File: src/rtl/bp_pkg.sv
package bp_pkg;
  // control word field positions (the CSR side decodes the same layout)
  localparam int unsigned CB_LOAD  = 0;
  localparam int unsigned CB_STORE = 1;
  localparam int unsigned CB_EXEC  = 2;
  localparam int unsigned CB_USER  = 3;
  localparam int unsigned CB_SUPV  = 4;
  localparam int unsigned CB_MACH  = 6;
  localparam int unsigned CB_SZLO  = 16;
  localparam int unsigned CB_SZHI  = 21;
  localparam int unsigned KIND_W   = 4;
  localparam logic [3:0]  KIND_ADDR = 4'd2;
  localparam int unsigned LEN_W    = 4;

  typedef enum logic [1:0] {
    PL_USER = 2'd0,
    PL_SUPV = 2'd1,
    PL_RSVD = 2'd2,
    PL_MACH = 2'd3
  } priv_e;

  // byte width of a watch window from the 4-bit size code
  function automatic logic [LEN_W-1:0] win_bytes(input logic [3:0] code);
    case (code)
      4'd1:    win_bytes = 4'd1;
      4'd2:    win_bytes = 4'd2;
      4'd3:    win_bytes = 4'd4;
      default: win_bytes = 4'd8;
    endcase
  endfunction
endpackage

File: src/rtl/bp_trig_match.sv
module bp_trig_match
  import bp_pkg::*;
#(
  parameter int unsigned XLEN = 32
) (
  input  logic [XLEN-1:0]  ctrl,
  input  logic [XLEN-1:0]  cmp,
  input  logic             fetch_valid,
  input  logic [XLEN-1:0]  fetch_pc,
  input  logic             mem_rd,
  input  logic             mem_wr,
  input  logic [XLEN-1:0]  mem_addr,
  input  logic [LEN_W-1:0] mem_len,
  input  logic [1:0]       priv,
  output logic             exec_hit,
  output logic             data_hit
);
  localparam int unsigned KIND_LSB = XLEN - KIND_W;

  logic       kind_ok;
  logic       priv_ok;
  logic       armed;
  logic [3:0] size_code;
  logic [LEN_W-1:0] win_w;
  logic [XLEN:0] acc_lo, acc_end, win_lo, win_end;
  logic       overlap;
  logic       dir_ok;
  logic       unused_ctrl;

  assign unused_ctrl = ^ctrl;
  assign kind_ok = (ctrl[KIND_LSB +: KIND_W] == KIND_ADDR);

  always_comb begin
    case (priv_e'(priv))
      PL_USER: priv_ok = ctrl[CB_USER];
      PL_SUPV: priv_ok = ctrl[CB_SUPV];
      PL_MACH: priv_ok = ctrl[CB_MACH];
      default: priv_ok = 1'b0;
    endcase
  end

  assign armed = kind_ok && priv_ok &&
                 (ctrl[CB_LOAD] || ctrl[CB_STORE] || ctrl[CB_EXEC]);

  generate
    if (XLEN >= 64) begin : g_wide_size
      assign size_code = {ctrl[CB_SZHI +: 2], ctrl[CB_SZLO +: 2]};
    end else begin : g_narrow_size
      assign size_code = {2'b00, ctrl[CB_SZLO +: 2]};
    end
  endgenerate

  assign win_w   = win_bytes(size_code);
  assign acc_lo  = {1'b0, mem_addr};
  assign acc_end = acc_lo + {{(XLEN+1-LEN_W){1'b0}}, mem_len};
  assign win_lo  = {1'b0, cmp};
  assign win_end = win_lo + {{(XLEN+1-LEN_W){1'b0}}, win_w};
  assign overlap = (mem_len != '0) && (acc_lo < win_end) && (win_lo < acc_end);
  assign dir_ok  = (ctrl[CB_LOAD] && mem_rd) || (ctrl[CB_STORE] && mem_wr);

  assign exec_hit = armed && fetch_valid && ctrl[CB_EXEC] && (fetch_pc == cmp);
  assign data_hit = armed && dir_ok && overlap;
endmodule

File: src/rtl/bp_prio_pick.sv
module bp_prio_pick #(
  parameter int unsigned N    = 4,
  parameter int unsigned IDXW = (N > 1) ? $clog2(N) : 1
) (
  input  logic [N-1:0]    hits,
  output logic            any,
  output logic [IDXW-1:0] idx
);
  assign any = |hits;

  always_comb begin
    idx = '0;
    for (int i = N - 1; i >= 0; i--) begin
      if (hits[i]) idx = IDXW'(i);
    end
  end
endmodule

File: src/rtl/bp_addr_match_unit.sv
module bp_addr_match_unit
  import bp_pkg::*;
#(
  parameter int unsigned XLEN  = 32,
  parameter int unsigned NTRIG = 4,
  localparam int unsigned IDXW = (NTRIG > 1) ? $clog2(NTRIG) : 1
) (
  input  logic                  fetch_valid,
  input  logic [XLEN-1:0]       fetch_pc,
  input  logic                  mem_rd,
  input  logic                  mem_wr,
  input  logic [XLEN-1:0]       mem_addr,
  input  logic [LEN_W-1:0]      mem_len,
  input  logic [1:0]            priv,
  input  logic [NTRIG*XLEN-1:0] trig_ctrl,
  input  logic [NTRIG*XLEN-1:0] trig_cmp,
  output logic                  brk_req,
  output logic [IDXW-1:0]       brk_idx
);
  logic [NTRIG-1:0] ex_hit;
  logic [NTRIG-1:0] dt_hit;
  logic [NTRIG-1:0] any_hit;

  generate
    for (genvar g = 0; g < NTRIG; g++) begin : g_trig
      bp_trig_match #(.XLEN(XLEN)) u_match (
        .ctrl        (trig_ctrl[g*XLEN +: XLEN]),
        .cmp         (trig_cmp[g*XLEN +: XLEN]),
        .fetch_valid (fetch_valid),
        .fetch_pc    (fetch_pc),
        .mem_rd      (mem_rd),
        .mem_wr      (mem_wr),
        .mem_addr    (mem_addr),
        .mem_len     (mem_len),
        .priv        (priv),
        .exec_hit    (ex_hit[g]),
        .data_hit    (dt_hit[g])
      );
    end
  endgenerate

  assign any_hit = ex_hit | dt_hit;

  bp_prio_pick #(.N(NTRIG), .IDXW(IDXW)) u_pick (
    .hits (any_hit),
    .any  (brk_req),
    .idx  (brk_idx)
  );
endmodule

File: config.mk
export PLATFORM = sky130hd
export DESIGN_NAME = bp_addr_match_unit
export DESIGN_NICKNAME = d
export VERILOG_FILES = /design/src/rtl/bp_pkg.sv /design/src/rtl/bp_trig_match.sv /design/src/rtl/bp_prio_pick.sv /design/src/rtl/bp_addr_match_unit.sv
export SDC_FILE = /design/constraint.sdc
export NUM_CORES = 1
export LEC_CHECK = 0
export CORE_MARGIN = 2
export CORE_UTILIZATION = 30
export DETAILED_ROUTE_END_ITERATION = 7
export DONT_BUFFER_PORTS = 1
export PLACE_DENSITY = 0.4
export SLEW_MARGIN = 20
export SYNTH_ARGS = -nofsm -noshare
export SYNTH_HDL_FRONTEND = slang
export SYNTH_SLANG_ARGS = --single-unit
File: constraint.sdc
create_clock -name vclk -period 28.8
set_input_delay 8.64 -clock vclk [all_inputs]
set_output_delay 8.64 -clock vclk [all_outputs]
set_load 0.05 [all_outputs]
Word-level counts from Yosys, hierarchy flattened
Index checks and enable logic that the tools add are counted.
{ "word_totals": {"output_inout_bits": 3, "word_cells": 107, "input_bits": 329, "register_bits": 0} }
{ "classes": {"muxes": 12, "magnitude_cmp": 8, "n_reduce_logical": 59, "eq_ne": 22, "bitwise_logic": 1, "n_addsub": 5} }
{ "op_table": {"columns": ["cell", "n"], "rows": [
  ["less-than comparator 32 x 33 -> 1 bit", 8],
  ["adder 32 x 4 -> 33 bit", 5],
  ["== test 32 bit", 4],
  ["one-hot mux 4 bit (3 select lines)", 4],
  ["logical AND 1 bit", 44],
  ["== test 2 bit (second input constant)", 9],
  ["== test 4 x 2 -> 1 bit (second input constant)", 4],
  ["logical OR 1 bit", 12],
  ["one-hot mux 1 bit (3 select lines)", 4],
  ["== test 2 x 1 -> 1 bit (second input constant)", 5],
  ["two-way mux 2 bit", 4],
  ["bitwise OR 4 bit", 1],
  ["nonzero test 4 bit", 1],
  ["OR reduction 4 bit", 1],
  ["logical NOT 2 bit", 1]
]} }

Depth between registers and ports, before layout
Gate-level depths: netlist of run 1.
{ "depth": {"word_depth": 12, "depth_mapped": 20, "ltp_nobuf": 20} }

Modules after synthesis
A second synthesis of run 1 with hierarchy kept.
{ "hier_totals": {"hier_cells": 1604, "hier_area_um2": 12355.6} }
{ "modules_own_cells": {"columns": ["module", "area_each_um2", "cells_per_inst", "instances", "seq_area_each_um2"], "rows": [
  ["bp_trig_match at g_trig[0].u_match ...", 3019.1, 398, 2, 0.0],
  ["bp_trig_match at g_trig[2].u_match", 3133.0, 397, 1, 0.0],
  ["bp_trig_match at g_trig[1].u_match", 3124.2, 400, 1, 0.0],
  ["bp_prio_pick", 35.0, 7, 1, 0.0],
  ["bp_addr_match_unit", 25.0, 4, 1, 0.0]
]} }

Worst setup path before layout of run 1
Ideal clock, no wire load.
{ "synth_path": {"path_kind": "input to output", "start": "input port mem_addr[0]", "end": "output port brk_idx[0]", "stages": 18, "t_arrival_ps": 12751, "setup_slack_ps": 7409, "n_path_buf": 0, "t_required_ps": 20160, "cell_sequence": "ha_1 -> fa_1 -> nand3_1 -> and2_1 -> nor2_1 -> and3_1 -> nand3_1 -> nor3_1 -> xnor2_1 -> ha_1 -> a21o_1 -> a21oi_1 -> nor2b_1 -> or4b_1 -> o41ai_1 -> a31o_2 -> o211ai_1 -> a21oi_1"} }
{ "synth_between": {"elab_chain_len": 9, "elab_cells_between_ends": 26, "classes_between": "1 x add/sub; 8 x order compare; 4 x mux; 1 x bitwise; 12 x reduce/logical"} }
{ "synth_lines": {"columns": ["item", "line_no", "rtl"], "rows": [
  ["from (decl)", "bp_addr_match_unit.sv:12", "input logic [XLEN-1:0] mem_addr,"],
  ["adder 32 x 4 -> 33 bit / less-than comparator 32 x 33 -> 1 bit (equally long branches)", "bp_trig_match.sv:55, bp_trig_match.sv:58", null],
  ["less-than comparator 32 x 33 -> 1 bit / logical AND 1 bit (equally long branches)", "bp_trig_match.sv:58", "assign overlap = (mem_len != '0) && (acc_lo < win_end) && (win_lo < acc_end);"],
  ["logical AND 1 bit", "bp_trig_match.sv:58", null],
  ["logical AND 1 bit", "bp_trig_match.sv:62", "assign data_hit = armed && dir_ok && overlap;"],
  ["bitwise OR 4 bit (*)", "bp_addr_match_unit.sv:42", "assign any_hit = ex_hit | dt_hit;"],
  ["two-way mux 2 bit (3 in series)", "bp_prio_pick.sv:14", "if (hits[i]) idx = IDXW'(i);"],
  ["two-way mux 2 bit (*)", "bp_prio_pick.sv:14", null],
  ["to (decl)", "bp_addr_match_unit.sv:18", "output logic [IDXW-1:0] brk_idx"]
]} }
Mark *: on every way between the ends. The rest lies on a longest branch, timed or not.

Final worst setup path of run 1
{ "layout_path": {"start": "input port mem_addr[1]", "end": "output port brk_idx[0]"} }
The elaborated chain is that of the path after synthesis.

==> results_dict.tcl, run 1 <==
set metrics [dict create \
    crit_arrival_ns 14.37 \
    cp_max_fo 6 \
    min_period_ns 23.01 \
    fin_cells 1822 \
    die_w_um 191 \
    setup_violations 0 \
    io_pins 332 \
    fin_area_mm2 0.0110 \
    ys_warn_count 0 \
    synth_seq_area_share_pct 0 \
    layout.nets 1971 \
    fill_cells 3773 \
    rows 68 \
    synthesis.nets 1974 \
    cts_resized 0 \
    worstHoldStart "trig_cmp[19]" \
    chipHeight_um 191 \
    rsz0062_at_grt "false" \
    antenna_found_initial 0 \
    grt_overflow 0 \
    final.setup.tns_ns 0 \
    dp.cells 1822 \
    powerDensity_mw_per_mm2 13.1 \
    worstSetupPathType "in -> out" \
    placed_area_mm2 0.0110 \
    drive_gt1_share_pct 1.17 \
    peakVddDrop_uv 5.61 \
    place_congestion 0.941 \
    ys_top_cells_by_area "ha_1 32%, xnor2_1 12%, xor2_1 11%" \
    syn-mean-instance-area_um2 7.64 \
    endpoint_kind "primary output" \
    finalWirelength_um 50700 \
    n_clock_buffer 0 \
    synth_largest_area_cell "ha_1" \
    initial_core_util_pct 30.4 \
    worst_setup_path_start_kind "input port" \
    synth_cell_type_count 66 \
    post_cts_buffers 0 \
    synthCells 1372 \
    wl_per_cell_um 27.8 \
    grt_pass1_wl_um 72600 \
    grt_max_degree 10 \
    cts_hold_buf 0 \
    fin_crit_sh_pct 79.9 \
    synth_top_area_share_pct 32.0 \
    hold_class "in -> out" \
    max_freq_mhz 43.5 \
    antennaDiodeCount 0 \
    vias_per_cell 5.78 \
    dpl_worst_slack_ns 5.88 \
    via_count 10525 \
    ant_nets 0 \
    seq_cells 0 \
    grt_use_total_pct 27.4 \
    critical_path.startpoint "mem_addr[1]" \
    synth_area_mm2 0.0105 \
    p_leak_nw 4.38 \
    port_buffers 0 \
    worst_pin_slew_ns 1.15 \
    final_hold_viol_count 0 \
    multiInputGateArea_mm2 0.0103 \
    seq_area_um2 0 \
    drv_cap 0 \
    detail_route.iter0.violations 618 \
    slew_headroom_pct 23.8 \
    drc_errors 0 \
    status "completed" \
    drt_pass1_iterations 5 \
    cp.required_ns 20.16 \
    core-area_mm2 0.0345 \
    fin_ws_ns 5.79 \
    final_max_slew_viol_count 0 \
    dieArea_mm2 0.0364 \
    grt_pass1_vias 10684 \
    area_delta_synth_final_pct 5.43 \
    dp_hpwl_um 44900 \
]
## per-layer routing
metal  up-vias  routed length [µm]  track usage (%)
met5         -                   0                0
li1       5159                   -                -
met2       366               23100             45.8
met4         0                2160             9.96
met3        73                3970             6.11
met1      4927               21500             34.2
## critical path, cell delays in order
cell      delay, ns
ha_1           0.26
a21o_1         0.12
a21o_1         0.15
a21oi_1        0.12
nor2_1         0.32
nand3_1        0.37
nor3_1         0.68
nand4_1        0.19
xor2_1         0.50
ha_1           0.35
a21oi_1        0.15
or4b_1         0.54
o41ai_1        0.64
a31o_2         0.30
o211ai_1       0.10
a21oi_1        0.92
## where the power goes
part | internal, mW | switching [mW] | total, mW
Clock | 0 | 0 | 0
Combinational | 0.0648 | 0.0799 | 0.145
Sequential | 0 | 0 | 0
## cell type report
class | count | area share, %
inverter | 27 | 0.917
multi-input combinational | 1335 | 93.6
tap | 455 | 5.15
timing repair buffer | 5 | 0.340
## worst paths after layout
| check | to | depth (start not counted) |
|---|---|---|
| setup / recovery | brk_idx[0] | 16 |
| hold / removal | brk_idx[0] | 4 |
## logic make-up (layout without fill, tap and decap cells)
logic type               after synthesis  in the layout  share of synthesized area (%)
AND/OR/NAND/NOR                      515            515                           26.2
buffers and inverters                 37             32                           1.39
multiplexers                           4              4                          0.382
AO/OA/AOI/OAI                        268            268                           16.1
adder cells (fa/ha/maj)              273            273                           33.0
XOR/XNOR                             275            275                           23.0
## metrics by stage
step           hold slack (ns)  utilization [%]  power (mW)
2_1_floorplan            17.76                -       0.105
3_3_place_gp             17.90             32.0       0.141
3_5_place_dp             17.90             32.0       0.143
4_1_cts                  17.91             32.0       0.144
5_1_grt                  17.94             32.1       0.165
6_report                 17.91             32.1       0.145
## layout by cell type, fill, tap and decap left out, types with 7 or more instances in the layout
cell type / n
and2_1: 7
nand2b_1: 19
o21ai_0: 51
and3_1: 18
nand4_1: 89
nor2b_1: 25
o211ai_1: 10
a21oi_1: 98
a21o_1: 41
nor3_1: 29
a211oi_1: 10
nand3_1: 58
xor2_1: 133
ha_1: 268
nor2_1: 81
nand2_1: 115
and4_1: 27
xnor2_1: 142
inv_1: 27
nor4_1: 19
## synthesized netlist by cell type (all sizes together), types with 5 or more instances
cell / count
xor2: 133
and3: 19
or4: 6
and2: 7
nor2b: 25
a21oi: 99
nor4: 19
o21ai: 53
nand2b: 19
o211ai: 10
nand2: 115
xnor2: 142
a211oi: 10
nor3: 30
clkbuf: 8
nor2: 81
ha: 268
o2bb2ai: 5
and4: 29
nand3: 58
a2111oi: 7
fa: 5
nor4b: 6
a21o: 41
nand4: 89
inv: 27
Note: power is estimated with default switching activity, not from simulation.
==> run 2: changes to the inputs <==
==> constraint.sdc (replaced) <==
create_clock -name vclk -period 23.2
set_input_delay 6.96 -clock vclk [all_inputs]
set_output_delay 6.96 -clock vclk [all_outputs]
set_load 0.05 [all_outputs]
==> run 2 against run 1 <==
  * Non-clock buffer count did not move
  * Via count up 0.34%
  * Combinational power rose by 23%
==> results_dict.tcl, run 2 (synthesis results as in run 1) <==
set metrics [dict create \
    cp.required_ns 16.24 \
    wl_per_cell_um 27.8 \
    finalWirelength_um 50600 \
    slew_headroom_pct 13.3 \
    pwr-share-seq_pct 0 \
    finalPower_mw 0.179 \
    final_max_slew_viol_count 0 \
    clkPwrFrac_pct 0 \
    ant_nets 0 \
    fill_cells 3754 \
    drc_errors 0 \
    rsz0062_at_grt "false" \
    io_pins 332 \
    crit_top_cell "a21oi_1" \
    crit_chain "ha_1, a21o_1, a21o_1, a21oi_1, nor2_1, nand3_1, nor3_1, nand4_1, xor2_1, ha_1, a21oi_1, or4b_1, o41ai_1, a31o_2, o211ai_1, a21oi_1" \
    layout_common_cells "268 x ha_1, 142 x xnor2_1, 133 x xor2_1, 115 x nand2_1, 98 x a21oi_1" \
    netSwitchingFraction_pct 55.1 \
    worst_setup_path_start_kind "input port" \
    layout.nets 1971 \
    p_comb_share_pct 100.0 \
    setup_violations 0 \
    final.setup.tns_ns 0 \
    n_clock_buffer 0 \
    detail_route.iter0.violations 684 \
    grt_use_total_pct 27.1 \
    cts_hold_buf 0 \
    initial_core_util_pct 30.4 \
    peakVddDrop_uv 6.84 \
    area_delta_synth_final_pct 5.39 \
    drv_cap 0 \
    min_period_ns 19.67 \
    drt_pass1_iterations 7 \
    cts_resized 0 \
    drive_gt1_share_pct 1.10 \
    post_cts_buffers 0 \
    intPower_mw 0.0804 \
    die_w_um 191 \
    final_hold_viol_count 0 \
    core-area_mm2 0.0345 \
    endpoint_kind "primary output" \
    final_common_cell "ha_1" \
    antenna_found_initial 1 \
    p_leak_nw 4.38 \
    p_switching_mw 0.0986 \
    max_freq_mhz 50.8 \
    via_count 10561 \
    dieArea_mm2 0.0364 \
    dp_hpwl_um 44600 \
    grt_pass1_wl_um 71700 \
    fin_crit_sh_pct 84.8 \
    port_buffers 0 \
    cp_max_fo 6 \
    antennaDiodeCount 0 \
    grt_overflow 0 \
    worst_pin_slew_ns 1.30 \
    utilization_pct 32.0 \
    hold_class "in -> out" \
    seq_cells 0 \
    vias_per_cell 5.80 \
    rows 68 \
    crit_arrival_ns 12.71 \
    slowest_stage "a21oi_1" \
    status "completed" \
    seq_area_um2 0 \
    grt_max_degree 10 \
    place_congestion 0.944 \
    chipHeight_um 191 \
    worstSetupPathType "in -> out" \
    powerDensity_mw_per_mm2 16.2 \
    grt_pass1_vias 10415 \
    critPathMaxStageDelay_ns 0.94 \
]
==> run 2: final timing paths <==
path	startpoint	end	slack (ns)	depth (start not counted)
hold / removal	trig_cmp[19]	brk_idx[0]	14.54	4
setup / recovery	mem_addr[1]	brk_idx[0]	3.53	16
==> run 2: power groups by stage <==
stage | Combinational, mW | Sequential, mW | Clock (mW)
2_1_floorplan | 0.131 | 0 | 0
3_3_place_gp | 0.175 | 0 | 0
3_5_place_dp | 0.177 | 0 | 0
4_1_cts | 0.178 | 0 | 0
5_1_grt | 0.204 | 0 | 0
6_report | 0.179 | 0 | 0
==> run 2: per-layer routing <==
layer	global-route usage (%)	up-vias	wire [µm]
met5	0	-	9
met4	8.17	2	1800
met3	5.86	66	3910
met2	45.9	346	23400
met1	34.1	5000	21500
li1	-	5147	-
==> run 2: per-stage QoR <==
| step | hold slack [ns] | setup slack [ns] | cell area [µm²] | instances |
|---|---|---|---|---|
| final | 14.54 | 3.53 | 11000 | 1822 |
| after global routing | 14.58 | 3.47 | 11000 | 1822 |
| after CTS | 14.55 | 3.72 | 11000 | 1822 |
| after detailed placement | 14.55 | 3.76 | 11000 | 1822 |
| after global placement | 14.54 | 3.70 | 11000 | 1822 |
| after floorplan | 14.40 | 5.17 | 10500 | 1372 |
==> run 2: cell type report <==
cell class | count | area (µm²) | area share (%)
inverter | 27 | 101 | 0.918
timing repair buffer | 5 | 37.5 | 0.340
tap | 455 | 569 | 5.16
multi-input combinational | 1335 | 10300 | 93.6
==> run 2: critical path: cells and delay by family <==
kind,cells,cell delay [ns]
adder cells (fa/ha/maj),2,0.62
AO/OA/AOI/OAI,8,2.48
AND/OR/NAND/NOR,5,2.11
XOR/XNOR,1,0.53
